`config.mk`:
```
export PLATFORM = sky130hd
export DESIGN_NAME = flowctl_unit
export DESIGN_NICKNAME = d
export VERILOG_FILES = /design/src/rtl/flowctl_pkg.sv /design/src/rtl/flowctl_decode.sv /design/src/rtl/flowctl_target.sv /design/src/rtl/flowctl_stack.sv /design/src/rtl/flowctl_unit.sv
export SDC_FILE = /design/constraint.sdc
export NUM_CORES = 1
export LEC_CHECK = 0
export ABC_AREA = 1
export BUFFER_PORTS_ARGS = -buffer_cell sky130_fd_sc_hd__buf_2
export CAP_MARGIN = 20
export CORE_UTILIZATION = 58
export CTS_CLUSTER_SIZE = 24
export DETAILED_ROUTE_END_ITERATION = 6
export GPL_TIMING_DRIVEN = 0
export PLACE_DENSITY = 0.87
export SETUP_SLACK_MARGIN = 0.1
export SYNTH_ARGS = -nofsm -noshare
export SYNTH_HDL_FRONTEND = slang
export SYNTH_SLANG_ARGS = --single-unit
export TNS_END_PERCENT = 20
```
`constraint.sdc`:
```
create_clock -name clk -period 6.5 [get_ports clk]
set_input_delay 0.975 -clock clk [delete_from_list [all_inputs] [get_ports clk]]
set_output_delay 0.975 -clock clk [all_outputs]
set_load 0.01 [all_outputs]
```
`src/rtl/flowctl_pkg.sv`:
```
// Shared types and opcode constants for the control-transfer unit.
// Assumes 8-bit instruction bytes.
package flowctl_pkg;

    typedef enum logic [2:0] {
        XFER_SEQ   = 3'd0,
        XFER_JMP   = 3'd1,
        XFER_JSR   = 3'd2,
        XFER_JSRP  = 3'd3,
        XFER_JP    = 3'd4,
        XFER_RET   = 3'd5,
        XFER_RETSK = 3'd6,
        XFER_JID   = 3'd7
    } xfer_e;

    localparam logic [7:0] OPC_JMP_HI = 8'h60;
    localparam logic [7:0] OPC_JSR_HI = 8'h68;
    localparam logic [7:0] OPC_RET    = 8'h48;
    localparam logic [7:0] OPC_RETSK  = 8'h49;
    localparam logic [7:0] OPC_JID    = 8'hFF;
    localparam logic [7:0] OPC_LQ_IND = 8'hBF;

endpackage

```
`src/rtl/flowctl_decode.sv`:
```
// Classifies the first instruction byte into a transfer kind.
// The meaning of the top-bit-set bytes depends on whether the
// current page is one of the wide-jump pages (2 or 3).
module flowctl_decode
    import flowctl_pkg::*;
#(
    parameter int BYTE_W = 8
) (
    input  logic [BYTE_W-1:0] instr_i,
    input  logic              wide_page_i,
    output xfer_e             kind_o,
    output logic              two_byte_o
);

    // Purpose: detect the two-byte instructions by their upper seven bits.
    always_comb begin
        two_byte_o = (instr_i[BYTE_W-1:1] == OPC_JMP_HI[7:1]) ||
                     (instr_i[BYTE_W-1:1] == OPC_JSR_HI[7:1]);
    end

    // Purpose: map the byte and page class to a transfer kind.
    always_comb begin
        kind_o = XFER_SEQ;
        if (instr_i[BYTE_W-1:1] == OPC_JMP_HI[7:1]) begin
            kind_o = XFER_JMP;
        end else if (instr_i[BYTE_W-1:1] == OPC_JSR_HI[7:1]) begin
            kind_o = XFER_JSR;
        end else if (instr_i == OPC_RET) begin
            kind_o = XFER_RET;
        end else if (instr_i == OPC_RETSK) begin
            kind_o = XFER_RETSK;
        end else if (instr_i == OPC_JID) begin
            kind_o = XFER_JID;
        end else if (instr_i[BYTE_W-1]) begin
            if (wide_page_i) begin
                kind_o = XFER_JP;
            end else if (instr_i[BYTE_W-2]) begin
                kind_o = XFER_JP;
            end else if (instr_i != OPC_LQ_IND) begin
                kind_o = XFER_JSRP;
            end
        end
    end

endmodule

```
`src/rtl/flowctl_target.sv`:
```
// Forms the sequential address and the transfer target for one step.
// Assumes PC_W = BYTE_W + 1 and PC_W = 2*DIGIT_W + 1; the ROM word
// arrives combinationally for the indirect jump.
module flowctl_target
    import flowctl_pkg::*;
#(
    parameter int PC_W     = 9,
    parameter int PAGE_W   = 6,
    parameter int BYTE_W   = 8,
    parameter int DIGIT_W  = 4,
    parameter int SUB_PAGE = 2
) (
    input  logic [PC_W-1:0]    pc_i,
    input  xfer_e              kind_i,
    input  logic               two_byte_i,
    input  logic               wide_page_i,
    input  logic [PAGE_W:0]    offset_i,
    input  logic               hi_bit_i,
    input  logic [BYTE_W-1:0]  ext_i,
    input  logic [DIGIT_W-1:0] acc_i,
    input  logic [DIGIT_W-1:0] ram_i,
    input  logic [BYTE_W-1:0]  rom_data_i,
    input  logic [PC_W-1:0]    stack_top_i,
    output logic [PC_W-1:0]    seq_pc_o,
    output logic [PC_W-1:0]    next_pc_o,
    output logic [PC_W-1:0]    rom_addr_o
);

    localparam int SEL_W  = PC_W - PAGE_W;
    localparam int HIGH_W = PC_W - 2 * DIGIT_W;
    localparam logic [SEL_W-1:0] SUB_SEL = SEL_W'(SUB_PAGE);

    logic [PC_W-1:0] jp_target;

    // Purpose: address after the current instruction, counting its length.
    always_comb begin
        seq_pc_o = pc_i + (two_byte_i ? PC_W'(2) : PC_W'(1));
    end

    // Purpose: indirect lookup address from the high pc bit and two digits.
    always_comb begin
        rom_addr_o = {pc_i[PC_W-1 -: HIGH_W], acc_i, ram_i};
    end

    // Purpose: page-relative target, 7-bit offset on wide pages else 6-bit.
    always_comb begin
        if (wide_page_i) begin
            jp_target = {pc_i[PC_W-1:PAGE_W+1], offset_i[PAGE_W:0]};
        end else begin
            jp_target = {pc_i[PC_W-1:PAGE_W], offset_i[PAGE_W-1:0]};
        end
    end

    // Purpose: select the address loaded into the counter this step.
    always_comb begin
        case (kind_i)
            XFER_JMP, XFER_JSR:   next_pc_o = {hi_bit_i, ext_i};
            XFER_JSRP:            next_pc_o = {SUB_SEL, offset_i[PAGE_W-1:0]};
            XFER_JP:              next_pc_o = jp_target;
            XFER_RET, XFER_RETSK: next_pc_o = stack_top_i;
            XFER_JID:             next_pc_o = {pc_i[PC_W-1], rom_data_i};
            default:              next_pc_o = seq_pc_o;
        endcase
    end

endmodule

```
`src/rtl/flowctl_stack.sv`:
```
// Fixed-depth return stack built as a shift register. A push shifts
// every entry down and loads the top; a pop shifts up and the bottom
// entry keeps its value. Push and pop are never requested together.
module flowctl_stack #(
    parameter int PC_W  = 9,
    parameter int DEPTH = 2
) (
    input  logic            clk,
    input  logic            rst_n,
    input  logic            push_i,
    input  logic            pop_i,
    input  logic [PC_W-1:0] push_val_i,
    output logic [PC_W-1:0] top_o
);

    logic [PC_W-1:0] ent [DEPTH];

    genvar gi;
    generate
        for (gi = 0; gi < DEPTH; gi++) begin : g_ent
            // Purpose: update one stack entry on reset, push or pop.
            always_ff @(posedge clk) begin
                if (!rst_n) begin
                    ent[gi] <= '0;
                end else if (push_i) begin
                    if (gi == 0) ent[gi] <= push_val_i;
                    else         ent[gi] <= ent[(gi == 0) ? 0 : gi - 1];
                end else if (pop_i) begin
                    if (gi == DEPTH - 1) ent[gi] <= ent[gi];
                    else                 ent[gi] <= ent[(gi == DEPTH - 1) ? gi : gi + 1];
                end
            end
        end
    endgenerate

    assign top_o = ent[0];

    assert_push_top_R4: assert property (@(posedge clk) disable iff (!rst_n)
        push_i |=> ent[0] == $past(push_val_i));

    generate
        if (DEPTH > 1) begin : g_chk
            assert_push_shift_R11: assert property (@(posedge clk) disable iff (!rst_n)
                push_i |=> ent[1] == $past(ent[0]));
            assert_pop_shift_R8: assert property (@(posedge clk) disable iff (!rst_n)
                pop_i |=> ent[0] == $past(ent[1]));
            assert_pop_bottom_R11: assert property (@(posedge clk) disable iff (!rst_n)
                pop_i |=> $stable(ent[DEPTH-1]));
        end
    endgenerate

    assert_one_op_R8: assert property (@(posedge clk) disable iff (!rst_n)
        !(push_i && pop_i));

endmodule

```
`src/rtl/flowctl_unit.sv`:
```
// Control-transfer unit: program counter, skip flag and return stack.
// Executes one instruction per step pulse; the second byte of a long
// jump or call arrives together with the first on instr_ext.
module flowctl_unit
    import flowctl_pkg::*;
#(
    parameter int PC_W        = 9,
    parameter int PAGE_W      = 6,
    parameter int BYTE_W      = 8,
    parameter int DIGIT_W     = 4,
    parameter int STACK_DEPTH = 2,
    parameter int SUB_PAGE    = 2
) (
    input  logic               clk,
    input  logic               rst_n,
    input  logic               step,
    input  logic [BYTE_W-1:0]  instr,
    input  logic [BYTE_W-1:0]  instr_ext,
    input  logic [DIGIT_W-1:0] acc,
    input  logic [DIGIT_W-1:0] ram_val,
    input  logic [BYTE_W-1:0]  rom_data,
    output logic [PC_W-1:0]    fetch_addr,
    output logic               skip_pending,
    output logic [PC_W-1:0]    rom_addr
);

    localparam int WIDE_W = PC_W - PAGE_W - 1;

    logic [PC_W-1:0] pc_q;
    logic            skip_q;
    logic            wide_page;
    xfer_e           kind;
    logic            two_byte;
    logic [PC_W-1:0] seq_pc;
    logic [PC_W-1:0] next_pc;
    logic [PC_W-1:0] stack_top;
    logic            live;
    logic            do_push;
    logic            do_pop;

    // Purpose: pages 2 and 3 share the upper page bits 01.
    assign wide_page = (pc_q[PC_W-1:PAGE_W+1] == WIDE_W'(1));

    flowctl_decode #(.BYTE_W(BYTE_W)) u_dec (
        .instr_i     (instr),
        .wide_page_i (wide_page),
        .kind_o      (kind),
        .two_byte_o  (two_byte)
    );

    flowctl_target #(
        .PC_W(PC_W), .PAGE_W(PAGE_W), .BYTE_W(BYTE_W),
        .DIGIT_W(DIGIT_W), .SUB_PAGE(SUB_PAGE)
    ) u_tgt (
        .pc_i        (pc_q),
        .kind_i      (kind),
        .two_byte_i  (two_byte),
        .wide_page_i (wide_page),
        .offset_i    (instr[PAGE_W:0]),
        .hi_bit_i    (instr[0]),
        .ext_i       (instr_ext),
        .acc_i       (acc),
        .ram_i       (ram_val),
        .rom_data_i  (rom_data),
        .stack_top_i (stack_top),
        .seq_pc_o    (seq_pc),
        .next_pc_o   (next_pc),
        .rom_addr_o  (rom_addr)
    );

    // Purpose: an instruction executes only when stepped and not skipped.
    assign live    = step && !skip_q;
    assign do_push = live && (kind == XFER_JSR || kind == XFER_JSRP);
    assign do_pop  = live && (kind == XFER_RET || kind == XFER_RETSK);

    flowctl_stack #(.PC_W(PC_W), .DEPTH(STACK_DEPTH)) u_stk (
        .clk        (clk),
        .rst_n      (rst_n),
        .push_i     (do_push),
        .pop_i      (do_pop),
        .push_val_i (seq_pc),
        .top_o      (stack_top)
    );

    // Purpose: advance or load the counter and track the pending skip.
    always_ff @(posedge clk) begin
        if (!rst_n) begin
            pc_q   <= '0;
            skip_q <= 1'b0;
        end else if (step) begin
            if (skip_q) begin
                pc_q   <= seq_pc;
                skip_q <= 1'b0;
            end else begin
                pc_q   <= next_pc;
                skip_q <= (kind == XFER_RETSK);
            end
        end
    end

    assign fetch_addr   = pc_q;
    assign skip_pending = skip_q;

    assert_hold_R2: assert property (@(posedge clk) disable iff (!rst_n)
        !step |=> $stable(pc_q) && $stable(skip_q));

    assert_skip_clears_R9: assert property (@(posedge clk) disable iff (!rst_n)
        (step && skip_q) |=> !skip_q);

    assert_skip_no_stack_R9: assert property (@(posedge clk) disable iff (!rst_n)
        (step && skip_q) |-> !do_push && !do_pop);

    assert_ret_target_R8: assert property (@(posedge clk) disable iff (!rst_n)
        (live && kind == XFER_RET) |=> pc_q == $past(stack_top));

    assert_subpage_R5: assert property (@(posedge clk) disable iff (!rst_n)
        (live && kind == XFER_JSRP) |=> pc_q[PC_W-1:PAGE_W] == (PC_W-PAGE_W)'(SUB_PAGE));

    assert_jp_keeps_upper_R6: assert property (@(posedge clk) disable iff (!rst_n)
        (live && kind == XFER_JP) |=> pc_q[PC_W-1:PAGE_W+1] == $past(pc_q[PC_W-1:PAGE_W+1]));

    assert_jid_keeps_top_R10: assert property (@(posedge clk) disable iff (!rst_n)
        (live && kind == XFER_JID) |=> pc_q[PC_W-1] == $past(pc_q[PC_W-1]));

endmodule

```
Word level (Yosys, flattened, before mapping) --
Memory sizes are Yosys's and may differ from the RTL's. Cells that the tools add are included. W data, S select, Z words.
Storage, ports and cells: word-level logic and storage cells 66, output and inout bits 19, memories kept 1, RAM bits 18, register bits 10
Memories:
- u_stk.ent | depth 2, bits a word 9, rd ports 2, clocked after memory_dff 0, write ports 2, line flowctl_stack.sv:16 | logic [PC_W-1:0] ent [DEPTH];
Operators by class: equal/unequal tests 17, multiplexer cells 26, reductions and logical operators 12, bitwise logic cells 4, $add $sub $neg 1
Operators with widths (number):
- $mux W9 | 5
- $pmux W9 S5 | 1
- $mux W3 | 8
- $eq A8 B7 Y1 const B | 2
- $eq A7 B6 Y1 const B | 2
- $eq A3 B3 Y1 const B | 4
- $add A9 B9 Y9 | 1
- $mux W1 | 9
- $eq A8 B8 Y1 const B | 1
- $ne A8 B8 Y1 const B | 1
- $mux W7 | 1
- $eq A3 B2 Y1 const B | 2
- $mux W2 | 2
- $ne A2 B2 Y1 const B | 2
- $or A1 B1 Y1 | 4
- $reduce_and A2 Y1 | 2
- $reduce_or A2 Y1 | 2
- $eq A3 B1 Y1 const B | 1
- $logic_and A1 B1 Y1 | 3
- $logic_or A1 B1 Y1 | 3
- $ne A3 B3 Y1 const B | 1
- $reduce_and A3 Y1 | 1
- $eq A2 B1 Y1 const B | 1
- $logic_not A1 Y1 | 1

Depth between registers and ports, before layout --
depth in word-level cells 18, depth in mapped cells 17, mapped depth without buffers 16

Hierarchy --
A second synthesis with hierarchy kept.
Unflattened totals: cells, all modules 363, area, all modules 2317.2 sq um
Modules (own cells, without submodules):
- flowctl_target | sequential area each 0.0 sq um, instances 1, cells an instance 164, area each 829.5 sq um
- flowctl_stack | sequential area each 540.5 sq um, instances 1, cells an instance 71, area each 774.5 sq um
- flowctl_unit | sequential area each 200.2 sq um, instances 1, cells an instance 93, area each 556.8 sq um
- flowctl_decode | sequential area each 0.0 sq um, instances 1, cells an instance 35, area each 156.4 sq um

Least setup slack after synthesis --
No wires, ideal clock.
path type input port to flip-flop, start point in instr[1], end point mem u_stk.ent[0][8] (data pin), cell stages on the path 12, setup slack 3.569 ns, data arrival time 2.665 ns, library setup time 0.266 ns, required time 6.234 ns, path through buf_6 nor2_2 nand3_2 nor2_4 inv_1 ha_1 fa_1 nand3_1 nor3b_1 nand2_1 xor2_1 o22ai_1
RTL lines:
- from (decl) | line flowctl_unit.sv:17 | input logic [BYTE_W-1:0] instr,
- to (decl) | line flowctl_stack.sv:16

==> results.py <==
metrics = {
    "pwr": {
        "power_frac_clock_pct": 27.9,
        "p_per_area_nw_per_um2": 173,
        "ir_drop_mv": 0.0982,
        "leakagePower_nw": 1.21,
        "seqPwrFrac_pct": 48.8,
        "swShare_pct": 29.6,
        "intPower_mw": 0.301,
        "pwr-share-comb_pct": 23.3,
        "p_sw_mw": 0.126,
    },
    "sta": {
        "finalCriticalPeriod_ns": 2.95,
        "rsz0062_at_grt": "false",
        "setup_slack_ns": 3.55,
        "fin_setup_tns_ns": 0,
        "tightest_slew_ns": 0.502,
        "period_share_pct": 45.4,
        "fin_skew_ns": 0.00995,
        "report.final.slew_viol_count": 0,
        "setup_violations": 0,
        "finalHoldViolations": 0,
        "max_clock_freq_mhz": 339,
        "relSlewSlack_pct": 66.6,
    },
    "worst_setup_path": {
        "r2r_slack_ns": 4.47,
        "worst_setup_path_start_kind": "primary input",
        "crit_fanout": 8,
        "worst_setup_path_end_kind": "flip-flop",
        "path_class": "primary input to flip-flop",
        "critPathRequiredTime_ns": 6.62,
        "crit_arrival_ns": 3.07,
    },
    "clocking": {
        "numCtsBuffers": 3,
        "cts_resized": 0,
        "hold_buffers": 0,
        "insertion_delay_ns": 0.35,
        "cts_max_level": 1,
        "clock_path_buffers": 2,
        "post_cts_buffers": 0,
        "cts_tree": "built",
        "cts_sinks": 28,
        "root_buffer": "clkbuf_4",
        "clk_pin_slew_ns": 0.16,
    },
    "logic_synthesis": {
        "synth.area.top_cells": "edfxtp_1 (25%), nand2_1 (13%), dfxtp_1 (9.4%), inv_1 (9.0%), nor2_1 (7.0%)",
        "synth_compound_gate_area_share_pct": 8.57,
        "yosys_warnings": 0,
        "ys_seq_area_share_pct": 34.7,
        "synth_cell_type_count": 29,
        "avgSynthCellArea_um2": 6.94,
        "synthSimpleGateAreaFrac_pct": 38.0,
        "synth_xor_area_share_pct": 2.46,
        "synth_top_family_by_area": "simple AND/OR/NAND/NOR gates",
        "ys.flop_type": "edfxtp_1",
        "synthCells": 307,
        "synth_edf_count": 18,
        "syn-num-nets": 345,
        "synthAdderAreaFrac_pct": 2.11,
        "synth-seq-cells": 28,
        "yosys.area.top_type_share_pct": 25.4,
        "synth_top_area_cell": "edfxtp_1",
        "async_reset_ff_share_pct": 0,
        "synth_mux_area_share_pct": 0,
        "syn_area_um2": 2130,
    },
    "final_layout": {
        "nNetsFinal": 394,
        "fin_util_pct": 72.1,
        "drive_gt1_share_pct": 25.1,
        "syn_to_final_growth_pct": 15.5,
        "antenna_cells": 0,
    },
    "routing": {
        "vias_per_cell": 5.13,
        "ant_nets": 0,
        "drtIter0Drc": 142,
        "firstDrtPassIters": 5,
        "finalWirelength_um": 4950,
        "drt-wirelength-per-cell_um": 12.3,
        "num_vias": 2059,
        "drc_errors": 0,
    },
    "grt": {
        "grt_pass1_vias": 1818,
        "gr-usage-all-layers_pct": 26.5,
        "grt_max_degree": 17,
        "grt_pass1_wl_um": 8200,
        "grt_overflow": 0,
        "antenna_found_initial": 0,
    },
    "die": {
        "start_util_pct": 62.4,
        "die_area_um2": 3920,
        "rows": 21,
        "die_w_um": 62.6,
        "ios": 54,
        "core_area_um2": 3420,
        "die_h_um": 62.6,
    },
    "min_path": {
        "hold_class": "flip-flop to flip-flop",
    },
    "place": {
        "dp_hpwl_um": 3960,
        "portBuffers": 44,
        "routabilityCongestion": 0.974,
        "pre_cts_ws_ns": 3.17,
    },
    "flow_run": {
        "cap_violations": 0,
    },
    "run_status": {
        "status": "finished clean",
    },
}
[registers in the layout, indices dropped and copies added (netlist names)]
| name | cells |
|---|---|
| fetch_addr | 9 |
| skip_pending | 1 |
| u_stk.ent | 18 |
[Yosys cell counts, drive strengths merged, types with 2 or more instances]
| library cell | n |
|---|---|
| ha | 2 |
| xor2 | 5 |
| o22ai | 7 |
| nand2 | 78 |
| buf | 10 |
| inv | 53 |
| dfxtp | 10 |
| nand4 | 2 |
| nor3 | 2 |
| edfxtp | 18 |
| nand3 | 30 |
| nor2 | 56 |
| o21ai | 8 |
| clkbuf | 3 |
| a21oi | 19 |
[worst paths after layout]
| check | startpoint | end | depth (start not counted) |
|---|---|---|---|
| worst max-delay path | instr[7] | u_stk.ent[0][8] | 12 |
| worst min-delay path | fetch_addr[0] | fetch_addr[0] | 2 |
| worst max register to register | fetch_addr[8] | u_stk.ent[0][1] | 8 |
| worst min register to register | fetch_addr[0] | fetch_addr[0] | 2 |
[layout make-up]
class	instances	area [um2]
Buffer	13	90.1
Clock buffer	3	22.5
Clock inverter	1	30.0
Fill cell	280	953
Inverter	54	210
Multi-Input combinational cell	212	1090
Sequential cell	28	741
Tap cell	46	57.6
Timing Repair Buffer	44	220
[metal layers]
layer | vias to the layer above | GRT usage, % | routed length [um]
li1 | 1058 | - | -
met4 | 0 | 8.14 | 73
met1 | 896 | 37.7 | 2230
met3 | 7 | 2.55 | 419
met5 | - | 0 | 0
met2 | 98 | 42.5 | 2220
[power by group through the flow]
stage | combinational (mW) | sequential (mW) | clock [mW]
floorplan | 0.0652 | 0.213 | 0
global placement | 0.0958 | 0.212 | 0
detailed placement | 0.0980 | 0.212 | 0
CTS | 0.0985 | 0.208 | 0.120
global route | 0.111 | 0.210 | 0.127
finish | 0.0994 | 0.208 | 0.119
[metrics by stage]
step	power (mW)	std cells	hold WS (ns)	area, um2
2_1_floorplan	0.278	307	0.506	2130
3_3_place_gp	0.308	397	0.483	2410
3_5_place_dp	0.310	397	0.497	2410
4_1_cts	0.427	401	0.518	2460
5_1_grt	0.447	401	0.553	2460
6_report	0.427	401	0.520	2460
[kinds of logic (layout without fill, tap and decap cells)]
family	count (synthesis)	count (layout)
buffers and inverters	67	115
adder cells (fa/ha/maj)	3	3
AND/OR/NAND/NOR	169	169
XOR/XNOR	6	6
flip-flops	28	28
AO/OA/AOI/OAI	34	34
[worst max-delay path, stage by stage]
cell and delay [ns]:
buf_2 0.13, nor2_2 0.12, nand3_2 0.08, nor2_4 0.24
inv_1 0.17, ha_1 0.24, fa_1 0.41, nand3_1 0.16
nor3b_1 0.09, nand2_1 0.07, xor2_1 0.23, o22ai_1 0.13
[layout by cell type, fill, tap and decap left out, types with 7 or more instances in the layout]
cell	n
nor2_2	10
nand2_1	71
edfxtp_1	18
o22ai_1	7
nand3_1	25
buf_2	44
a21oi_1	19
nor2_1	40
dfxtp_1	10
buf_4	9
inv_1	51
(Power assumes the default switching activity.)
